### src/rtl/owb_pkg.sv
package owb_pkg;
  localparam int DATA_W      = 32;
  localparam int STRB_W      = DATA_W / 8;
  localparam int SYNC_STAGES = 2;
  localparam int NUM_WORDS   = 8;

  localparam logic [2:0] IDX_INSTR = 3'd0;
  localparam logic [2:0] IDX_CTRL  = 3'd1;
  localparam logic [2:0] IDX_MASK  = 3'd2;
  localparam logic [2:0] IDX_STAT  = 3'd3;
  localparam logic [2:0] IDX_RX    = 3'd4;
  localparam logic [2:0] IDX_GPIO  = 3'd5;
  localparam logic [2:0] IDX_VER   = 3'd6;
  localparam logic [2:0] IDX_ID    = 3'd7;

  localparam logic [DATA_W-1:0] VERSION_WORD = 32'h7600_0100;
  localparam logic [DATA_W-1:0] IDENT_WORD   = 32'h10EE_4453;

  // implemented bits of the writable words
  localparam logic [DATA_W-1:0] INSTR_BITS = 32'h8081_0FFF;
  localparam logic [DATA_W-1:0] CTRL_BITS  = 32'h8000_0001;
  localparam logic [DATA_W-1:0] MASK_BITS  = 32'h0000_0011;

  localparam int BIT_MODE  = 31;
  localparam int BIT_DIR   = 23;
  localparam int BIT_LVL   = 16;
  localparam int BIT_SRST  = 31;
  localparam int BIT_GO    = 0;
  localparam int BIT_RDY   = 4;
  localparam int BIT_DONE  = 0;
  localparam int BIT_PRES  = 31;

  localparam logic [1:0] RESP_OKAY = 2'b00;

  function automatic logic [DATA_W-1:0] lane_merge(
    input logic [DATA_W-1:0] old_w,
    input logic [DATA_W-1:0] new_w,
    input logic [STRB_W-1:0] strb,
    input logic [DATA_W-1:0] keep
  );
    logic [DATA_W-1:0] res;
    res = old_w;
    for (int i = 0; i < STRB_W; i++) begin
      if (strb[i]) res[8*i +: 8] = new_w[8*i +: 8];
    end
    return res & keep;
  endfunction
endpackage

### src/rtl/owb_sync.sv
module owb_sync #(
  parameter int   STAGES  = 2,
  parameter logic RST_VAL = 1'b0
) (
  input  logic clk,
  input  logic rst_n,
  input  logic d,
  output logic q
);
  logic [STAGES-1:0] chain_q;

  generate
    for (genvar s = 0; s < STAGES; s++) begin : g_stage
      if (s == 0) begin : g_first
        always_ff @(posedge clk or negedge rst_n) begin
          if (!rst_n) chain_q[0] <= RST_VAL;
          else        chain_q[0] <= d;
        end
      end else begin : g_next
        always_ff @(posedge clk or negedge rst_n) begin
          if (!rst_n) chain_q[s] <= RST_VAL;
          else        chain_q[s] <= chain_q[s-1];
        end
      end
    end
  endgenerate

  assign q = chain_q[STAGES-1];
endmodule

### src/rtl/owb_pinmux.sv
module owb_pinmux (
  input  logic gpio_mode,
  input  logic gpio_dir,
  input  logic gpio_lvl,
  input  logic eng_pull_low,
  output logic bus_oe,
  output logic bus_out
);
  always_comb begin
    if (gpio_mode) begin
      bus_oe  = ~gpio_dir;
      bus_out = gpio_lvl;
    end else begin
      bus_oe  = eng_pull_low;
      bus_out = 1'b0;
    end
  end
endmodule

### src/rtl/owb_axil_slave.sv
module owb_axil_slave
  import owb_pkg::*;
#(
  parameter int ADDR_W = 6,
  localparam int IDX_W = ADDR_W - 2
) (
  input  logic              clk,
  input  logic              rst_n,
  input  logic [ADDR_W-1:0] awaddr,
  input  logic              awvalid,
  output logic              awready,
  input  logic [DATA_W-1:0] wdata,
  input  logic [STRB_W-1:0] wstrb,
  input  logic              wvalid,
  output logic              wready,
  output logic [1:0]        bresp,
  output logic              bvalid,
  input  logic              bready,
  input  logic [ADDR_W-1:0] araddr,
  input  logic              arvalid,
  output logic              arready,
  output logic [DATA_W-1:0] rdata,
  output logic [1:0]        rresp,
  output logic              rvalid,
  input  logic              rready,
  output logic              wr_en,
  output logic [IDX_W-1:0]  wr_idx,
  output logic [DATA_W-1:0] wr_data,
  output logic [STRB_W-1:0] wr_strb,
  output logic [IDX_W-1:0]  rd_idx,
  input  logic [DATA_W-1:0] rd_data
);
  logic              aw_full_q, aw_full_d;
  logic              w_full_q, w_full_d;
  logic              bvalid_q, bvalid_d;
  logic              rvalid_q, rvalid_d;
  logic [IDX_W-1:0]  awidx_q;
  logic [DATA_W-1:0] wdata_q, rdata_q;
  logic [STRB_W-1:0] wstrb_q;
  logic              aw_hs, w_hs, ar_hs;
  logic              unused_lsb;

  assign unused_lsb = &{1'b0, awaddr[1:0], araddr[1:0]};

  assign awready = ~aw_full_q & ~bvalid_q;
  assign wready  = ~w_full_q & ~bvalid_q;
  assign arready = ~rvalid_q;
  assign aw_hs   = awvalid & awready;
  assign w_hs    = wvalid & wready;
  assign ar_hs   = arvalid & arready;
  assign wr_en   = aw_full_q & w_full_q;

  always_comb begin
    aw_full_d = aw_full_q;
    w_full_d  = w_full_q;
    bvalid_d  = bvalid_q;
    rvalid_d  = rvalid_q;
    if (aw_hs) aw_full_d = 1'b1;
    if (w_hs)  w_full_d  = 1'b1;
    if (wr_en) begin
      aw_full_d = 1'b0;
      w_full_d  = 1'b0;
      bvalid_d  = 1'b1;
    end else if (bvalid_q && bready) begin
      bvalid_d = 1'b0;
    end
    if (ar_hs)                  rvalid_d = 1'b1;
    else if (rvalid_q && rready) rvalid_d = 1'b0;
  end

  always_ff @(posedge clk or negedge rst_n) begin
    if (!rst_n) begin
      aw_full_q <= 1'b0;
      w_full_q  <= 1'b0;
      bvalid_q  <= 1'b0;
      rvalid_q  <= 1'b0;
      awidx_q   <= '0;
      wdata_q   <= '0;
      wstrb_q   <= '0;
      rdata_q   <= '0;
    end else begin
      aw_full_q <= aw_full_d;
      w_full_q  <= w_full_d;
      bvalid_q  <= bvalid_d;
      rvalid_q  <= rvalid_d;
      if (aw_hs) awidx_q <= awaddr[ADDR_W-1:2];
      if (w_hs) begin
        wdata_q <= wdata;
        wstrb_q <= wstrb;
      end
      if (ar_hs) rdata_q <= rd_data;
    end
  end

  assign wr_idx  = awidx_q;
  assign wr_data = wdata_q;
  assign wr_strb = wstrb_q;
  assign rd_idx  = araddr[ADDR_W-1:2];
  assign bvalid  = bvalid_q;
  assign bresp   = RESP_OKAY;
  assign rvalid  = rvalid_q;
  assign rdata   = rdata_q;
  assign rresp   = RESP_OKAY;
endmodule

### src/rtl/owb_regbank.sv
module owb_regbank
  import owb_pkg::*;
#(
  parameter int ADDR_W = 6
) (
  input  logic              clk,
  input  logic              rst_n,
  input  logic [ADDR_W-1:0] awaddr,
  input  logic              awvalid,
  output logic              awready,
  input  logic [31:0]       wdata,
  input  logic [3:0]        wstrb,
  input  logic              wvalid,
  output logic              wready,
  output logic [1:0]        bresp,
  output logic              bvalid,
  input  logic              bready,
  input  logic [ADDR_W-1:0] araddr,
  input  logic              arvalid,
  output logic              arready,
  output logic [31:0]       rdata,
  output logic [1:0]        rresp,
  output logic              rvalid,
  input  logic              rready,
  output logic [3:0]        eng_opcode,
  output logic [7:0]        eng_txbyte,
  output logic              eng_go,
  output logic              eng_srst,
  input  logic              eng_ready,
  input  logic              eng_done,
  input  logic              eng_presence,
  input  logic [7:0]        eng_rxbyte,
  input  logic              eng_pull_low,
  output logic              eng_bus_level,
  input  logic              bus_in,
  output logic              bus_oe,
  output logic              bus_out,
  output logic              irq
);
  localparam int IDX_W = ADDR_W - 2;

  logic              rst_sync_n;
  logic              wr_en;
  logic [IDX_W-1:0]  wr_idx, rd_idx;
  logic [DATA_W-1:0] wr_data, rd_data;
  logic [STRB_W-1:0] wr_strb;
  logic              wr_map, rd_map;

  logic [DATA_W-1:0] instr_q, instr_d;
  logic [DATA_W-1:0] ctrl_q, ctrl_d;
  logic [DATA_W-1:0] mask_q, mask_d;
  logic              st_rdy_q, st_done_q, st_pres_q;
  logic [7:0]        rx_q;
  logic              bus_sync;

  // asynchronous assert, synchronous release
  owb_sync #(.STAGES(2), .RST_VAL(1'b0)) u_rst_sync (
    .clk(clk), .rst_n(rst_n), .d(1'b1), .q(rst_sync_n)
  );

  owb_axil_slave #(.ADDR_W(ADDR_W)) u_axil (
    .clk(clk), .rst_n(rst_sync_n),
    .awaddr(awaddr), .awvalid(awvalid), .awready(awready),
    .wdata(wdata), .wstrb(wstrb), .wvalid(wvalid), .wready(wready),
    .bresp(bresp), .bvalid(bvalid), .bready(bready),
    .araddr(araddr), .arvalid(arvalid), .arready(arready),
    .rdata(rdata), .rresp(rresp), .rvalid(rvalid), .rready(rready),
    .wr_en(wr_en), .wr_idx(wr_idx), .wr_data(wr_data), .wr_strb(wr_strb),
    .rd_idx(rd_idx), .rd_data(rd_data)
  );

  assign wr_map = 32'(wr_idx) < NUM_WORDS;
  assign rd_map = 32'(rd_idx) < NUM_WORDS;

  // register next state
  always_comb begin
    instr_d = instr_q;
    ctrl_d  = ctrl_q;
    mask_d  = mask_q;
    if (wr_en && wr_map) begin
      case (wr_idx[2:0])
        IDX_INSTR: instr_d = lane_merge(instr_q, wr_data, wr_strb, INSTR_BITS);
        IDX_CTRL:  ctrl_d  = lane_merge(ctrl_q,  wr_data, wr_strb, CTRL_BITS);
        IDX_MASK:  mask_d  = lane_merge(mask_q,  wr_data, wr_strb, MASK_BITS);
        default: ;
      endcase
    end
  end

  always_ff @(posedge clk or negedge rst_sync_n) begin
    if (!rst_sync_n) begin
      instr_q   <= '0;
      ctrl_q    <= '0;
      mask_q    <= '0;
      st_rdy_q  <= 1'b0;
      st_done_q <= 1'b0;
      st_pres_q <= 1'b0;
      rx_q      <= '0;
    end else begin
      instr_q   <= instr_d;
      ctrl_q    <= ctrl_d;
      mask_q    <= mask_d;
      st_rdy_q  <= eng_ready;
      st_done_q <= eng_done;
      st_pres_q <= eng_presence;
      rx_q      <= eng_rxbyte;
    end
  end

  // read mux
  always_comb begin
    rd_data = '0;
    if (rd_map) begin
      case (rd_idx[2:0])
        IDX_INSTR: rd_data = instr_q;
        IDX_CTRL:  rd_data = ctrl_q;
        IDX_MASK:  rd_data = mask_q;
        IDX_STAT: begin
          rd_data[BIT_PRES] = st_pres_q;
          rd_data[BIT_RDY]  = st_rdy_q;
          rd_data[BIT_DONE] = st_done_q;
        end
        IDX_RX:    rd_data[7:0] = rx_q;
        IDX_GPIO:  rd_data[0]   = bus_sync;
        IDX_VER:   rd_data = VERSION_WORD;
        IDX_ID:    rd_data = IDENT_WORD;
        default: ;
      endcase
    end
  end

  owb_sync #(.STAGES(SYNC_STAGES), .RST_VAL(1'b0)) u_bus_sync (
    .clk(clk), .rst_n(rst_sync_n), .d(bus_in), .q(bus_sync)
  );

  owb_pinmux u_pinmux (
    .gpio_mode(instr_q[BIT_MODE]), .gpio_dir(instr_q[BIT_DIR]),
    .gpio_lvl(instr_q[BIT_LVL]), .eng_pull_low(eng_pull_low),
    .bus_oe(bus_oe), .bus_out(bus_out)
  );

  assign eng_opcode    = instr_q[11:8];
  assign eng_txbyte    = instr_q[7:0];
  assign eng_go        = ctrl_q[BIT_GO];
  assign eng_srst      = ctrl_q[BIT_SRST];
  assign eng_bus_level = bus_sync;
  assign irq = (st_rdy_q & mask_q[BIT_RDY]) | (st_done_q & mask_q[BIT_DONE]);
endmodule

### config.mk
export PLATFORM = sky130hd
export DESIGN_NAME = owb_regbank
export DESIGN_NICKNAME = d
export VERILOG_FILES = /design/src/rtl/owb_pkg.sv /design/src/rtl/owb_sync.sv /design/src/rtl/owb_pinmux.sv /design/src/rtl/owb_axil_slave.sv /design/src/rtl/owb_regbank.sv
export SDC_FILE = /design/constraint.sdc
export NUM_CORES = 1
export LEC_CHECK = 0
export BUFFER_PORTS_ARGS = -buffer_cell sky130_fd_sc_hd__buf_2
export CORE_MARGIN = 8
export CORE_UTILIZATION = 44
export DETAILED_ROUTE_END_ITERATION = 8
export GPL_TIMING_DRIVEN = 0
export PLACE_DENSITY = 0.73
export SETUP_SLACK_MARGIN = 0.2
export SYNTH_ARGS = -nofsm -noshare
export SYNTH_HDL_FRONTEND = slang
export SYNTH_SLANG_ARGS = --single-unit
### constraint.sdc
create_clock -name clk -period 2.35 [get_ports clk]
set_input_delay 0.3525 -clock clk [delete_from_list [all_inputs] [get_ports clk]]
set_output_delay 0.3525 -clock clk [all_outputs]
set_load 0.01 [all_outputs]
== Word level (Yosys, flattened, before mapping) ==
Cells that the tools add are included.

* Output and inout port bits: 59
* Input bits: 68
* Word-level logic and storage cells: 81
* Flip-flop bits (word level): 110

* Equal/unequal tests: 9
* Muxes and demuxes: 17
* Reduce and logical (&&, ||, !) cells: 16
* Bitwise logic cells: 14
* Order comparisons: 2

{| class="wikitable"
|+ Operator list
! cell !! number
|-
| $pmux 23 s3 || 1
|-
| $mux 32 || 1
|-
| $reduce_and 3->1 || 7
|-
| $pmux 3 s3 || 2
|-
| $eq 3x3->1 const B || 4
|-
| $mux 1 || 10
|-
| $eq 3x2->1 const B || 3
|-
| $and 1x1->1 || 8
|-
| $lt 4x4->1 const B || 2
|-
| $pmux 1 s8 || 1
|-
| $reduce_bool 2->1 || 4
|-
| $eq 3x1->1 const B || 2
|-
| $logic_not 3->1 || 2
|-
| $not 1->1 || 5
|-
| $pmux 1 s5 || 1
|-
| $logic_and 1x1->1 || 3
|-
| $pmux 1 s3 || 1
|-
| $or 1x1->1 || 1
|}

== Depth between registers and ports, before layout ==
Gate-level depths: netlist (run 1).

* Depth after elaboration: 5
* Mapped depth: 5
* Depth with buffers taken out: 4

== Hierarchy ==
A second synthesis (run 1) with hierarchy kept.

* Cell total of the unflattened synthesis: 315
* Area, all modules: 4704.5 sq um

{| class="wikitable"
|+ Modules (own cells, without submodules)
! module !! cells each !! area an instance (sq um) !! instances !! sequential area each (sq um)
|-
| owb_axil_slave || 179 || 3036.7 || 1 || 1901.8
|-
| owb_regbank || 129 || 1551.5 || 1 || 750.7
|-
| owb_sync || 2 || 50.0 || 2 || 50.0
|-
| owb_pinmux || 3 || 16.3 || 1 || 0.0
|}

== Least setup slack after synthesis (run 1) ==
No wires, ideal clock.

* Kind: register to register
* Start: reg u_axil.awidx_q[2] (netlist: u_axil.wr_idx[2])
* End: reg instr_q[0]
* Library setup time: 125 ps
* Cell stages (with the launch flop): 6
* Clock period less this slack: 1480 ps
* Setup slack: 870 ps
* Path buffers: 1
* Required time: 2225 ps
* Data arrival time: 1355 ps
* Cell sequence: dfrtp_1 nand4bb_4 nor3_2 and2_1 buf_4 mux2_2

* Word-level cells in the longest chain between the ends: 3
* Elaborated cells between the ends (all ways): 4
* Those cells by class: 1 x order compare; 3 x reduce/logical

{| class="wikitable"
|+ Ends and longest elaborated chain
! element !! line !! text
|-
| start: declaration || owb_axil_slave.sv:37 || <nowiki>logic [IDX_W-1:0] awidx_q;</nowiki>
|-
| start signal: assignment || owb_axil_slave.sv:86 || <nowiki>if (aw_hs) awidx_q <= awaddr[ADDR_W-1:2];</nowiki>
|-
| $lt 4x4->1 || owb_regbank.sv:72 || <nowiki>assign wr_map = 32'(wr_idx) < NUM_WORDS;</nowiki>
|-
| $logic_and 1x1->1 || owb_regbank.sv:80 || <nowiki>if (wr_en && wr_map) begin</nowiki>
|-
| $reduce_and 3->1 (no line) (*) || - ||
|-
| end signal: assignment || owb_regbank.sv:100 || <nowiki>instr_q <= instr_d;</nowiki>
|-
| end: declaration || owb_regbank.sv:49 || <nowiki>logic [DATA_W-1:0] instr_q, instr_d;</nowiki>
|}

Every way passes the cells marked *; elsewhere a longest branch is shown, timed or not.
A chain may end at the register's enable or synchronous reset.

== Final worst setup path (run 1) ==
* Start: reg u_axil.awidx_q[2] (netlist: u_axil.wr_idx[2])
* End: reg instr_q[11]

The elaborated chain is that of the path after synthesis.

==> flow_summary.html, run 1 <==
<table>
<tr><th>Metric</th><th>Value</th></tr>
<tr><th colspan="2">Timing</th></tr>
<tr><td>Minimum clock period after layout</td><td>1640 ps</td></tr>
<tr><td>Max Clk Rate</td><td>about 610 MHz</td></tr>
<tr><td>Largest clock skew in the final design</td><td>8.061 ps</td></tr>
<tr><td>Final Setup Violations</td><td>0</td></tr>
<tr><td>Total count of max-transition violations in the final report</td><td>0</td></tr>
<tr><td>RSZ-0062 raised after global routing</td><td>no</td></tr>
<tr><td>Share of the clock period used by the worst path after layout</td><td>69.79%</td></tr>
<tr><td>Rel. slew slack</td><td>66.45%</td></tr>
<tr><td>Transition time of the tightest slew-check pin</td><td>497.0 ps</td></tr>
<tr><td>Fin Setup TNS</td><td>0 ps</td></tr>
<tr><td>Final-report hold violation count</td><td>0</td></tr>
<tr><th colspan="2">Yosys</th></tr>
<tr><td>EDFF count, synth</td><td>0</td></tr>
<tr><td>Share of synthesized area occupied by flip-flops and latches</td><td>between 60% and 70%</td></tr>
<tr><td>Share of the synthesized area in the top cell type</td><td>60.54%</td></tr>
<tr><td>Most numerous cell in the Yosys netlist</td><td>dfrtp_1</td></tr>
<tr><td>Synthesized area</td><td>3266 um^2</td></tr>
<tr><td>Post-synth top flop</td><td>dfrtp_1</td></tr>
<tr><td>Average cell area after synthesis</td><td>~13 um^2</td></tr>
<tr><td>Largest cells by area after synthesis</td><td>dfrtp_1 61%, mux2_2 15%, buf_4 4.4%</td></tr>
<tr><td>FF+latch count, synth</td><td>79</td></tr>
<tr><td>Most frequent cells after synthesis</td><td>79 x dfrtp_1, 44 x mux2_2, 19 x buf_4</td></tr>
<tr><td>Yosys synthesis warning count</td><td>0</td></tr>
<tr><td>Number of distinct library cells after synthesis</td><td>34</td></tr>
<tr><td>Library cell with the largest summed area after synthesis</td><td>dfrtp_1</td></tr>
<tr><td>Post-Synthesis Cells</td><td>about 240</td></tr>
<tr><td>Share of synthesized flip-flops with an asynchronous set or reset</td><td>100.0%</td></tr>
<tr><th colspan="2">Final layout</th></tr>
<tr><td>Area grow syn2layout</td><td>26.63%</td></tr>
<tr><td>Final design instance area without fill</td><td>4135 um^2</td></tr>
<tr><td>Share of layout cells above drive strength 1</td><td>51.10%</td></tr>
<tr><td>Nets</td><td>427</td></tr>
<tr><th colspan="2">Floorplanning</th></tr>
<tr><td>Die width</td><td>102.2 um</td></tr>
<tr><td>Total Die Area</td><td>10430 um^2</td></tr>
<tr><td>Initial cell density of the core</td><td>approximately 45%</td></tr>
<tr><td>Chip Height</td><td>102.2 um</td></tr>
<tr><td>Number of rows created at floorplan</td><td>31</td></tr>
<tr><td>Core ar.</td><td>7214 um^2</td></tr>
<tr><td>Top-level I/O count</td><td>127</td></tr>
<tr><th colspan="2">Critical path</th></tr>
<tr><td>Worst endpoint required time</td><td>about 2600 ps</td></tr>
<tr><td>Number of buffers and inverters on the critical path</td><td>0</td></tr>
<tr><td>Largest fanout of any net on the critical path</td><td>5</td></tr>
<tr><td>Levels on crit path</td><td>3</td></tr>
<tr><td>Critical path, cell by cell</td><td>nand4bb_4 -&gt; nor4b_4 -&gt; mux2_2</td></tr>
<tr><td>Delay-heaviest family, CP</td><td>simple AND/OR/NAND/NOR gates</td></tr>
<tr><td>Endpoint kind of the worst setup timing path</td><td>flip-flop</td></tr>
<tr><td>Launching element type of the critical path</td><td>flip-flop</td></tr>
<tr><td>Cell with the biggest individual delay on the critical path</td><td>nor4b_4</td></tr>
<tr><td>Setup CP Type</td><td>flip-flop to flip-flop</td></tr>
<tr><td>Data arrival time of the critical path</td><td>1870 ps</td></tr>
<tr><td>Cell count of the worst reg-to-reg path</td><td>3</td></tr>
<tr><td>Worst stage delay on the critical path</td><td>approximately 460 ps</td></tr>
<tr><th colspan="2">CTS</th></tr>
<tr><td>TritonCTS buffer count</td><td>9</td></tr>
<tr><td>Clock sink total</td><td>79</td></tr>
<tr><td>Buffer type at the clock tree root</td><td>clkbuf_8</td></tr>
<tr><td>PostCTS Resize Cnt</td><td>0</td></tr>
<tr><td>TritonCTS clock tree</td><td>yes</td></tr>
<tr><td>Worst skew pair latency</td><td>350 ps</td></tr>
<tr><td>Number of H-tree levels</td><td>3</td></tr>
<tr><td>Buffer depth of the longest clock path</td><td>2</td></tr>
<tr><td>Clock edge transition at the registers on the reported setup and hold paths</td><td>80 ps</td></tr>
<tr><th colspan="2">GRT</th></tr>
<tr><td>Wire length of the first global-routing pass</td><td>between 10000 and 15000 um</td></tr>
<tr><td>GR Util met1</td><td>17.34%</td></tr>
<tr><td>Number of global-route vias before repair</td><td>about 2300</td></tr>
<tr><td>Most used routing layer</td><td>met2</td></tr>
<tr><td>Overall global routing resource usage</td><td>14.91%</td></tr>
<tr><td>Global route overflow</td><td>0</td></tr>
<tr><td>Met3 Use GR</td><td>5.041%</td></tr>
<tr><td>Largest net degree at the start of global routing</td><td>50</td></tr>
<tr><td>GRT met2 Usage</td><td>24.04%</td></tr>
<tr><td>Initial antenna violation count</td><td>1</td></tr>
<tr><th colspan="2">Route</th></tr>
<tr><td>Number of nets still failing antenna checks after routing</td><td>0</td></tr>
<tr><td>Number of iterations in the first detailed-routing pass</td><td>4</td></tr>
<tr><td>Total Routed Length</td><td>7499 um</td></tr>
<tr><td>Total DRC errors in the routed layout</td><td>0</td></tr>
<tr><td>DRC marker count from the first detailed-route iteration</td><td>119</td></tr>
<tr><td>Vias per cell</td><td>~4.8</td></tr>
<tr><td>Average wire per standard cell</td><td>approximately 16 um</td></tr>
<tr><td>Count of vias placed by the detailed router</td><td>approximately 2200</td></tr>
<tr><th colspan="2">Pwr</th></tr>
<tr><td>Leak Pwr</td><td>2.127 nW</td></tr>
<tr><td>Ratio of total power to cell area</td><td>1020 nW/um^2</td></tr>
<tr><td>Design Power</td><td>between 4 and 5 mW</td></tr>
<tr><td>Maximum vdd ir drop</td><td>~0.43 mV</td></tr>
<tr><th colspan="2">Place</th></tr>
<tr><td>Post-detailed-placement cell area</td><td>3925 um^2</td></tr>
<tr><td>Gp weighted congestion</td><td>0.8013</td></tr>
<tr><td>Number of I/O port buffers</td><td>94</td></tr>
<tr><td>Sum of net half-perimeters after detailed placement</td><td>a little under 6000 um</td></tr>
<tr><th colspan="2">Worst hold path</th></tr>
<tr><td>Path class of the lowest-slack min-delay path</td><td>primary input to flip-flop</td></tr>
<tr><td>Worst hold path stage count</td><td>1</td></tr>
<tr><th colspan="2">Outcome</th></tr>
<tr><td>Status</td><td>finished, final reports clean</td></tr>
<tr><th colspan="2">Flow run</th></tr>
<tr><td>MaxCap Viol Count</td><td>0</td></tr>
</table>
-- through the flow --
| step | instances | hold WS, ps | utilization, % | setup slack (ps) |
|---|---|---|---|---|
| floorplan | 252 | 56.91 | - | 869.8 |
| global placement | 445 | 137.2 | 53.99 | 569.1 |
| detailed placement | 446 | 141.3 | 54.41 | 701.8 |
| CTS | 463 | 90.62 | 57.28 | 673.5 |
| global route | 464 | 95.44 | 57.32 | 623.5 |
| finish | 464 | 107.3 | 57.32 | 710.0 |
-- final timing paths --
| kind | startpoint | to | slack (ps) |
|---|---|---|---|
| worst max-delay path | u_axil.wr_idx[2] | instr_q[11] | 710 |
| worst min-delay path | eng_done | st_done_q | 110 |
| worst max register to register | u_axil.wr_idx[2] | instr_q[11] | 710 |
| worst min register to register | u_rst_sync.q | u_axil.wr_data[7] | 260 |
| max in group asynchronous | u_rst_sync.q | rx_q[1] | 1510 |
| min in group asynchronous | u_rst_sync.q | u_axil.wr_data[7] | 260 |
-- cell type report --
cell class | count | area, um^2
antenna | 1 | 2.502
buffer | 29 | 186.4
clock buffer | 10 | 137.6
clock inverter | 6 | 60.06
fill | 636 | 3079
inverter | 5 | 18.77
multi-input combinational | 139 | 1117
sequential | 79 | 1981
tap | 99 | 123.9
timing repair buffer | 96 | 508.0
-- flip-flops by register name (all words and copies together) (netlist names) --
register	flops
u_axil.rdata	18
st_done_q	1
u_axil.aw_full_q	1
u_bus_sync.q	1
u_axil.w_full_q	1
rx_q	8
u_axil.bvalid	1
st_rdy_q	1
u_bus_sync.chain_q	1
u_axil.wr_data	15
u_rst_sync.q	1
instr_q	15
mask_q	2
u_axil.rvalid	1
u_axil.wr_strb	4
st_pres_q	1
u_axil.wr_idx	4
ctrl_q	2
u_rst_sync.chain_q	1
-- logic make-up (layout without fill, tap and decap cells) --
| logic type | after synthesis | after routing | synth area share (%) |
|---|---|---|---|
| other | 2 | 12 | 0.2300 |
| DFF | 79 | 79 | 60.54 |
| buffers and inverters | 34 | 146 | 6.284 |
| and+or+nand+nor | 42 | 42 | 7.969 |
| AOI/OAI and AO/OA | 37 | 37 | 8.276 |
| muxes | 49 | 49 | 16.71 |
-- layer usage --
layer / wire, um / part of all wire (%)
met1: 3126 / 42
met2: 3595 / 48
met3: 619 / 8.3
met4: 157 / 2.1
met5: 0 / 0
-- layout by cell type, fill, tap and decap left out, types with 5 or more instances in the layout --
cell | Yosys | routed
a22o_1 | 6 | 6
and2_1 | 6 | 6
buf_2 | 5 | 99
buf_4 | 19 | 19
clkbuf_1 | 5 | 5
clkbuf_8 | 0 | 10
conb_1 | 2 | 11
dfrtp_1 | 79 | 78
inv_1 | 5 | 5
mux2_2 | 44 | 44
mux2i_1 | 5 | 5
nand2_1 | 14 | 14
nor2_1 | 6 | 6
o21ai_0 | 10 | 10
-- worst reg2reg max path: cells and delay by family (launching register included) --
kind,cells,cell delay [ps]
muxes,1,400
DFF,1,380
and+or+nand+nor,2,740
-- timing repair --
item	in CTS	in global routing
hold buffers	1	0
setup buffers	0	0
endpoints found under the hold margin	2	0
-- power breakdown --
group / total, mW / leakage [nW] / switching (mW) / internal (mW)
combinational: 1.10 / 1.03 / 0.473 / 0.625
sequential: 2.12 / 0.995 / 0.347 / 1.78
clock: 0.997 / 0.0981 / 0.483 / 0.514
total: 4.22 / 2.13 / 1.30 / 2.91
Power figures use the tool's default switching activity.
==> inputs of run 2 (changes only) <==
--- a/config.mk
+++ b/config.mk
@@ -5,6 +5,7 @@
 export SDC_FILE = /design/constraint.sdc
 export NUM_CORES = 1
 export LEC_CHECK = 0
+export ABC_AREA = 1
 export BUFFER_PORTS_ARGS = -buffer_cell sky130_fd_sc_hd__buf_2
 export CORE_MARGIN = 8
 export CORE_UTILIZATION = 44
==> constraint.sdc (replaced) <==
create_clock -name clk -period 1.35 [get_ports clk]
set_input_delay 0.2025 -clock clk [delete_from_list [all_inputs] [get_ports clk]]
set_output_delay 0.2025 -clock clk [all_outputs]
set_load 0.01 [all_outputs]
==> flow_summary.html, run 2 <==
<table>
<tr><th>Metric</th><th>Value</th></tr>
<tr><th colspan="2">Final layout</th></tr>
<tr><td>Commonest cells after routing, fill and taps aside</td><td>81 x nand2_1, 80 x buf_2, 75 x dfrtp_1</td></tr>
<tr><td>Inserted Diodes</td><td>0</td></tr>
<tr><td>Largest register FFs</td><td>18</td></tr>
<tr><td>Area grow syn2layout</td><td>48.69%</td></tr>
<tr><td>Share of layout cells above drive strength 1</td><td>45.64%</td></tr>
<tr><td>Most common cell after layout, fill and taps aside</td><td>nand2_1</td></tr>
<tr><td>Nets</td><td>around 560</td></tr>
<tr><td>Final design instance area without fill</td><td>4898 um^2</td></tr>
<tr><td>Number of fillers in the final layout</td><td>611</td></tr>
<tr><th colspan="2">CTS</th></tr>
<tr><td>TritonCTS buffer count</td><td>9</td></tr>
<tr><td>Number of H-tree levels</td><td>3</td></tr>
<tr><td>Clock sink total</td><td>between 70 and 80</td></tr>
<tr><td>Clock edge transition at the registers on the reported setup and hold paths</td><td>80 ps</td></tr>
<tr><td>TritonCTS clock tree</td><td>yes</td></tr>
<tr><td>Buffer type at the clock tree root</td><td>clkbuf_8</td></tr>
<tr><td>Worst skew pair latency</td><td>350 ps</td></tr>
<tr><td>Buffer depth of the longest clock path</td><td>2</td></tr>
<tr><th colspan="2">Floorplanning</th></tr>
<tr><td>Chip Height</td><td>102.5 um</td></tr>
<tr><td>Initial cell density of the core</td><td>45.42%</td></tr>
<tr><td>Top-level I/O count</td><td>127</td></tr>
<tr><td>Die width</td><td>102.5 um</td></tr>
<tr><td>Number of rows created at floorplan</td><td>31</td></tr>
<tr><td>Total Die Area</td><td>10510 um^2</td></tr>
<tr><td>Core ar.</td><td>~7300 um^2</td></tr>
<tr><th colspan="2">Critical path</th></tr>
<tr><td>Delay-heaviest family, CP</td><td>flip-flops</td></tr>
<tr><td>Number of buffers and inverters on the critical path</td><td>2</td></tr>
<tr><td>Cell with the biggest individual delay on the critical path</td><td>dfrtp_1</td></tr>
<tr><td>Data arrival time of the critical path</td><td>1630 ps</td></tr>
<tr><td>Worst endpoint required time</td><td>1590 ps</td></tr>
<tr><td>Largest fanout of any net on the critical path</td><td>7</td></tr>
<tr><td>Critical path, cell by cell</td><td>buf_4 -&gt; nor2_4 -&gt; nand2_4 -&gt; buf_8 -&gt; mux2_4</td></tr>
<tr><td>Worst stage delay on the critical path</td><td>400 ps</td></tr>
<tr><td>Endpoint kind of the worst setup timing path</td><td>flip-flop</td></tr>
<tr><td>Launching element type of the critical path</td><td>flip-flop</td></tr>
<tr><td>Setup CP Type</td><td>flip-flop to flip-flop</td></tr>
<tr><th colspan="2">Timing</th></tr>
<tr><td>Final-report hold violation count</td><td>0</td></tr>
<tr><td>Rel. slew slack</td><td>a little under two thirds</td></tr>
<tr><td>Transition time of the tightest slew-check pin</td><td>540.2 ps</td></tr>
<tr><td>Total count of max-transition violations in the final report</td><td>0</td></tr>
<tr><td>Share of the clock period used by the worst path after layout</td><td>102.6%</td></tr>
<tr><td>RSZ-0062 raised after global routing</td><td>yes</td></tr>
<tr><td>Final worst setup slack</td><td>-34.69 ps</td></tr>
<tr><td>Largest clock skew in the final design</td><td>between 5 and 6 ps</td></tr>
<tr><td>Fin Setup TNS</td><td>-169.7 ps</td></tr>
<tr><td>Final Setup Violations</td><td>9</td></tr>
<tr><td>Hold Slack</td><td>25.03 ps</td></tr>
<tr><td>Max Clk Rate</td><td>722.2 MHz</td></tr>
<tr><td>Minimum clock period after layout</td><td>1385 ps</td></tr>
<tr><th colspan="2">Outcome</th></tr>
<tr><td>Violated checks</td><td>setup timing</td></tr>
<tr><td>Status</td><td>finished, violations left</td></tr>
<tr><th colspan="2">GRT</th></tr>
<tr><td>Largest net degree at the start of global routing</td><td>41</td></tr>
<tr><td>Wire length of the first global-routing pass</td><td>around 14000 um</td></tr>
<tr><td>Number of global-route vias before repair</td><td>2823</td></tr>
<tr><td>Initial antenna violation count</td><td>0</td></tr>
<tr><td>Global route overflow</td><td>0</td></tr>
<tr><td>Overall global routing resource usage</td><td>17.23%</td></tr>
<tr><th colspan="2">Flow run</th></tr>
<tr><td>MaxCap Viol Count</td><td>0</td></tr>
<tr><th colspan="2">Pwr</th></tr>
<tr><td>Leak Pwr</td><td>around 2.6 nW</td></tr>
<tr><td>Maximum vdd ir drop</td><td>1.243 mV</td></tr>
<tr><td>Ratio of total power to cell area</td><td>1708 nW/um^2</td></tr>
<tr><th colspan="2">Route</th></tr>
<tr><td>Vias per cell</td><td>4.588</td></tr>
<tr><td>Number of iterations in the first detailed-routing pass</td><td>4</td></tr>
<tr><td>Average wire per standard cell</td><td>14.94 um</td></tr>
<tr><td>Number of nets still failing antenna checks after routing</td><td>0</td></tr>
<tr><td>Total DRC errors in the routed layout</td><td>0</td></tr>
<tr><td>DRC marker count from the first detailed-route iteration</td><td>92</td></tr>
<tr><td>Total Routed Length</td><td>8844 um</td></tr>
<tr><td>Count of vias placed by the detailed router</td><td>~2700</td></tr>
<tr><th colspan="2">Place</th></tr>
<tr><td>Sum of net half-perimeters after detailed placement</td><td>6023 um</td></tr>
<tr><td>Post-detailed-placement cell area</td><td>3948 um^2</td></tr>
<tr><td>Number of I/O port buffers</td><td>94</td></tr>
<tr><td>Gp weighted congestion</td><td>0.8193</td></tr>
<tr><th colspan="2">Yosys</th></tr>
<tr><td>Yosys synthesis warning count</td><td>0</td></tr>
<tr><td>EDFF count, synth</td><td>0</td></tr>
<tr><td>Share of synthesized flip-flops with an asynchronous set or reset</td><td>100.0%</td></tr>
<tr><td>Number of distinct library cells after synthesis</td><td>22</td></tr>
<tr><td>Most numerous cell in the Yosys netlist</td><td>nand2_1</td></tr>
<tr><td>Largest cells by area after synthesis</td><td>dfrtp_1 60%, nand2_1 10%, mux2_2 5.5%</td></tr>
<tr><td>Share of synthesized area occupied by flip-flops and latches</td><td>60.01%</td></tr>
<tr><td>Synthesized area</td><td>3294 um^2</td></tr>
<tr><td>Library cell with the largest summed area after synthesis</td><td>dfrtp_1</td></tr>
<tr><td>Post-Synthesis Cells</td><td>334</td></tr>
<tr><td>Average cell area after synthesis</td><td>9.864 um^2</td></tr>
<tr><td>Post-synth top flop</td><td>dfrtp_1</td></tr>
<tr><td>Most frequent cells after synthesis</td><td>88 x nand2_1, 79 x dfrtp_1, 35 x inv_1</td></tr>
<tr><td>FF+latch count, synth</td><td>a little under 80</td></tr>
<tr><td>Share of the synthesized area in the top cell type</td><td>60.01%</td></tr>
<tr><th colspan="2">Worst hold path</th></tr>
<tr><td>Path class of the lowest-slack min-delay path</td><td>primary input to flip-flop</td></tr>
</table>
[run 2: cell count changes in the layout (fill, tap and decap cells not counted), sizes merged, moves of 12 or more]
cell and change:
mux2 -28, dlygate4sd3 +12, buf +26, nand2 +77, o21ai +23, inv +30
nor2 +17
[run 2: where the power goes]
part / internal [mW] / switching, mW / total [mW]
clock network: 1.14 / 0.852 / 1.99
registers: 3.03 / 0.505 / 3.53
logic: 1.50 / 1.34 / 2.85
total: 5.67 / 2.70 / 8.37
[run 2: through the flow]
stage	util (%)	total power [mW]	cells	setup slack (ps)
global route	67.53	8.834	592	-91.27
global placement	54.42	5.346	536	13.74
finish	67.53	8.369	592	-34.69
floorplan	-	4.664	343	141.7
detailed placement	54.42	5.446	536	-36.55
CTS	64.71	8.077	581	-4.426
[run 2: worst paths after layout]
path                                  from                 to  slack [ps]  depth (start not counted)
max reg2reg                u_axil.w_full_q  u_axil.wr_data[9]         -30                          5
max in group asynchronous     u_rst_sync.q      u_axil.rvalid         440                          1
min                                 bready      u_axil.bvalid          30                          2
max                        u_axil.w_full_q  u_axil.wr_data[9]         -30                          5
min in group asynchronous            rst_n       u_rst_sync.q         150                          2
min reg2reg                   u_rst_sync.q          mask_q[4]         320                          0
[run 2: routing by layer]
metal / wire length [um] / GRT usage, % / up-vias
met2: 4476 / 29.52 / 75
met5: 0 / 0 / -
met1: 3601 / 19.62 / 1289
met3: 609 / 5.199 / 13
met4: 156 / 6.998 / 0
li1: - / - / 1339
[run 2: cell type report]
cell class / count / area (um^2) / area share [%]
plain buffers: 24 / 236.5 / 4.828
clock buffers: 11 / 151.4 / 3.091
clock inverters: 5 / 80.08 / 1.635
inverters: 35 / 131.4 / 2.682
multi-input cells: 205 / 1232 / 25.16
flip-flops and latches: 79 / 1984 / 40.51
well taps: 99 / 123.9 / 2.529
repair buffers: 134 / 958.4 / 19.57
[run 2: logic make-up after synthesis]
logic type,share of synthesized area [%]
DFF,60.01
buffers and inverters,9.457
other,0.2280
AOI/OAI and AO/OA,7.026
and+or+nand+nor,17.81
muxes,5.469
[run 2: repair_timing]
action,4_1_cts,5_1_grt
gates resized for setup,58,42
setup buffers,14,11
cloned,2,0
hold buffers,13,0
hold endpoints to repair,14,0
endpoints found under the setup margin,136,82
pin swaps,19,17
==> inputs of run 3 (changes only) <==
--- a/config.mk
+++ b/config.mk
@@ -5,7 +5,6 @@
 export SDC_FILE = /design/constraint.sdc
 export NUM_CORES = 1
 export LEC_CHECK = 0
-export ABC_AREA = 1
 export BUFFER_PORTS_ARGS = -buffer_cell sky130_fd_sc_hd__buf_2
 export CORE_MARGIN = 8
 export CORE_UTILIZATION = 44
==> flow_summary.html, run 3 (synthesis gave the netlist of run 1 again) <==
<table>
<tr><th>Metric</th><th>Value</th></tr>
<tr><th colspan="2">Floorplanning</th></tr>
<tr><td>Number of rows created at floorplan</td><td>31</td></tr>
<tr><td>Die width</td><td>102.2 um</td></tr>
<tr><td>Chip Height</td><td>about 100 um</td></tr>
<tr><td>Top-level I/O count</td><td>127</td></tr>
<tr><td>Core ar.</td><td>7214 um^2</td></tr>
<tr><td>Total Die Area</td><td>10430 um^2</td></tr>
<tr><td>Initial cell density of the core</td><td>45.27%</td></tr>
<tr><th colspan="2">Timing</th></tr>
<tr><td>Max Clk Rate</td><td>around 610 MHz</td></tr>
<tr><td>Largest clock skew in the final design</td><td>10.15 ps</td></tr>
<tr><td>Final worst setup slack</td><td>-279.5 ps</td></tr>
<tr><td>RSZ-0062 raised after global routing</td><td>yes</td></tr>
<tr><td>Final-report hold violation count</td><td>0</td></tr>
<tr><td>Total count of max-transition violations in the final report</td><td>0</td></tr>
<tr><td>Share of the clock period used by the worst path after layout</td><td>120.7%</td></tr>
<tr><td>Hold Slack</td><td>roughly 36 ps</td></tr>
<tr><td>Rel. slew slack</td><td>63.92%</td></tr>
<tr><td>Final Setup Violations</td><td>20</td></tr>
<tr><td>Minimum clock period after layout</td><td>1629 ps</td></tr>
<tr><td>Transition time of the tightest slew-check pin</td><td>541.1 ps</td></tr>
<tr><th colspan="2">GRT</th></tr>
<tr><td>Wire length of the first global-routing pass</td><td>approximately 14000 um</td></tr>
<tr><td>Overall global routing resource usage</td><td>roughly 17%</td></tr>
<tr><td>Global route overflow</td><td>0</td></tr>
<tr><td>Number of global-route vias before repair</td><td>approximately 2500</td></tr>
<tr><td>Initial antenna violation count</td><td>1</td></tr>
<tr><td>Largest net degree at the start of global routing</td><td>41</td></tr>
<tr><th colspan="2">Outcome</th></tr>
<tr><td>Status</td><td>finished, violations left</td></tr>
<tr><td>Violated checks</td><td>setup timing</td></tr>
<tr><th colspan="2">Final layout</th></tr>
<tr><td>Largest register FFs</td><td>18</td></tr>
<tr><td>Nets</td><td>around 460</td></tr>
<tr><td>Share of layout cells above drive strength 1</td><td>59.75%</td></tr>
<tr><td>Most common cell after layout, fill and taps aside</td><td>buf_2</td></tr>
<tr><td>Area grow syn2layout</td><td>49.50%</td></tr>
<tr><td>Final design instance area without fill</td><td>between 4000 and 5000 um^2</td></tr>
<tr><td>Commonest cells after routing, fill and taps aside</td><td>83 x buf_2, 75 x dfrtp_1, 33 x mux2_4</td></tr>
<tr><th colspan="2">Route</th></tr>
<tr><td>Average wire per standard cell</td><td>18.13 um</td></tr>
<tr><td>Number of iterations in the first detailed-routing pass</td><td>4</td></tr>
<tr><td>Count of vias placed by the detailed router</td><td>2434</td></tr>
<tr><td>Vias per cell</td><td>slightly below 5</td></tr>
<tr><td>Number of nets still failing antenna checks after routing</td><td>0</td></tr>
<tr><td>Total DRC errors in the routed layout</td><td>0</td></tr>
<tr><td>DRC marker count from the first detailed-route iteration</td><td>between 50 and 60</td></tr>
<tr><td>Total Routed Length</td><td>roughly 9000 um</td></tr>
<tr><th colspan="2">Pwr</th></tr>
<tr><td>Maximum vdd ir drop</td><td>approximately 0.84 mV</td></tr>
<tr><td>Leak Pwr</td><td>around 2.5 nW</td></tr>
<tr><td>Ratio of total power to cell area</td><td>between 1500 and 2000 nW/um^2</td></tr>
<tr><th colspan="2">Place</th></tr>
<tr><td>Sum of net half-perimeters after detailed placement</td><td>roughly 5800 um</td></tr>
<tr><td>Post-detailed-placement cell area</td><td>3946 um^2</td></tr>
<tr><td>Gp weighted congestion</td><td>~0.78</td></tr>
<tr><td>Number of I/O port buffers</td><td>94</td></tr>
<tr><th colspan="2">Critical path</th></tr>
<tr><td>Largest fanout of any net on the critical path</td><td>4</td></tr>
<tr><td>Critical path, cell by cell</td><td>nand4bb_4 -&gt; buf_4 -&gt; buf_4 -&gt; nor2_2 -&gt; nand3_1 -&gt; mux2_2</td></tr>
<tr><td>Delay-heaviest family, CP</td><td>simple AND/OR/NAND/NOR gates</td></tr>
<tr><td>Launching element type of the critical path</td><td>flip-flop</td></tr>
<tr><td>Data arrival time of the critical path</td><td>1860 ps</td></tr>
<tr><td>Worst stage delay on the critical path</td><td>390 ps</td></tr>
<tr><td>Number of buffers and inverters on the critical path</td><td>2</td></tr>
<tr><td>Worst endpoint required time</td><td>1580 ps</td></tr>
<tr><td>Worst path most repeated cell</td><td>buf_4</td></tr>
<tr><td>Setup CP Type</td><td>flip-flop to flip-flop</td></tr>
<tr><td>Endpoint kind of the worst setup timing path</td><td>flip-flop</td></tr>
<tr><td>Cell with the biggest individual delay on the critical path</td><td>dfrtp_1</td></tr>
<tr><th colspan="2">CTS</th></tr>
<tr><td>TritonCTS clock tree</td><td>yes</td></tr>
<tr><td>Number of H-tree levels</td><td>3</td></tr>
<tr><td>Clock edge transition at the registers on the reported setup and hold paths</td><td>roughly 80 ps</td></tr>
<tr><td>Worst skew pair latency</td><td>350 ps</td></tr>
<tr><td>Buffer depth of the longest clock path</td><td>2</td></tr>
<tr><td>Buffer type at the clock tree root</td><td>clkbuf_8</td></tr>
<tr><td>Clock sink total</td><td>just under 80</td></tr>
<tr><td>TritonCTS buffer count</td><td>9</td></tr>
<tr><th colspan="2">Worst hold path</th></tr>
<tr><td>Path class of the lowest-slack min-delay path</td><td>primary input to flip-flop</td></tr>
<tr><th colspan="2">Flow run</th></tr>
<tr><td>MaxCap Viol Count</td><td>0</td></tr>
</table>
==> run 3: cell count changes in the layout (fill, tap and decap cells not counted), sizes merged, moves of 10 or more <==
cell   delta
nor2     -17
nand3    -10
nand2    -77
o21ai    -23
mux2     +28
inv      -29
==> run 3: metrics by stage <==
| step | setup WS, ps | power, mW | std cells | utilization [%] | setup TNS [ps] |
|---|---|---|---|---|---|
| after global routing | -338.9 | 8.883 | 500 | 67.67 | -5660 |
| final | -279.5 | 8.463 | 500 | 67.67 | -4135 |
| after global placement | -248.4 | 5.638 | 445 | 54.70 | -5398 |
| after CTS | -238.6 | 7.943 | 488 | 64.33 | -3657 |
| after floorplan | -119.9 | 4.961 | 252 | - | -3656 |
| after detailed placement | -291.4 | 5.751 | 445 | 54.70 | -6473 |
==> run 3: worst reg2reg max path, delay by kind of cell (launching register included) <==
family        cells  cell delay [ps]
flops             1              390
simple gates      3              500
buf+inv           2              320
mux               1              310
==> run 3: path summary, 6_finish.rpt <==
| path | from | cells past startpoint | slack [ps] | to |
|---|---|---|---|---|
| setup / recovery | u_axil.wr_idx[3] | 6 | -280 | ctrl_q[31] |
| hold / removal | rready | 2 | 40 | u_axil.rvalid |
| setup reg to reg | u_axil.wr_idx[3] | 6 | -280 | ctrl_q[31] |
| hold reg to reg | u_rst_sync.q | 0 | 330 | instr_q[4] |
| max in group asynchronous | u_rst_sync.q | 1 | 430 | u_bus_sync.q |
| min in group asynchronous | rst_n | 2 | 150 | u_rst_sync.q |
==> run 3: per-layer routing <==
layer	vias up	part of all wire, %	global-route usage (%)
met3	17	7.1	4.564
met4	0	2.0	9.029
met5	-	0	0
met1	1200	41	20.33
li1	1127	-	-
met2	90	50	27.54
==> run 3: final cells by class <==
type                    instances  area, um^2
plain buffers                  29       284.0
fillers                       517        2332
diodes                          1       2.502
clock inverters                 4       30.03
clock buffers                  12       145.1
inverters                       5       18.77
repair buffers                132       924.6
well taps                      99       123.9
flip-flops and latches         79        1984
multi-input cells             139        1369
==> run 3: power by group <==
part | internal (mW) | switching, mW | leakage, nW | total (mW)
Sequential | 3.09 | 0.684 | 0.991 | 3.78
Clock | 0.727 | 0.870 | 0.0870 | 1.60
Combinational | 1.94 | 1.15 | 1.41 | 3.09
Total | 5.76 | 2.70 | 2.49 | 8.46
==> run 3: repair_timing <==
action,4_1_cts,5_1_grt
pin swaps,9,15
gates resized for setup,74,43
endpoints found under the setup margin,153,84
hold buffers,13,0
cloned,1,0
setup buffers,13,11
endpoints found under the hold margin,14,0
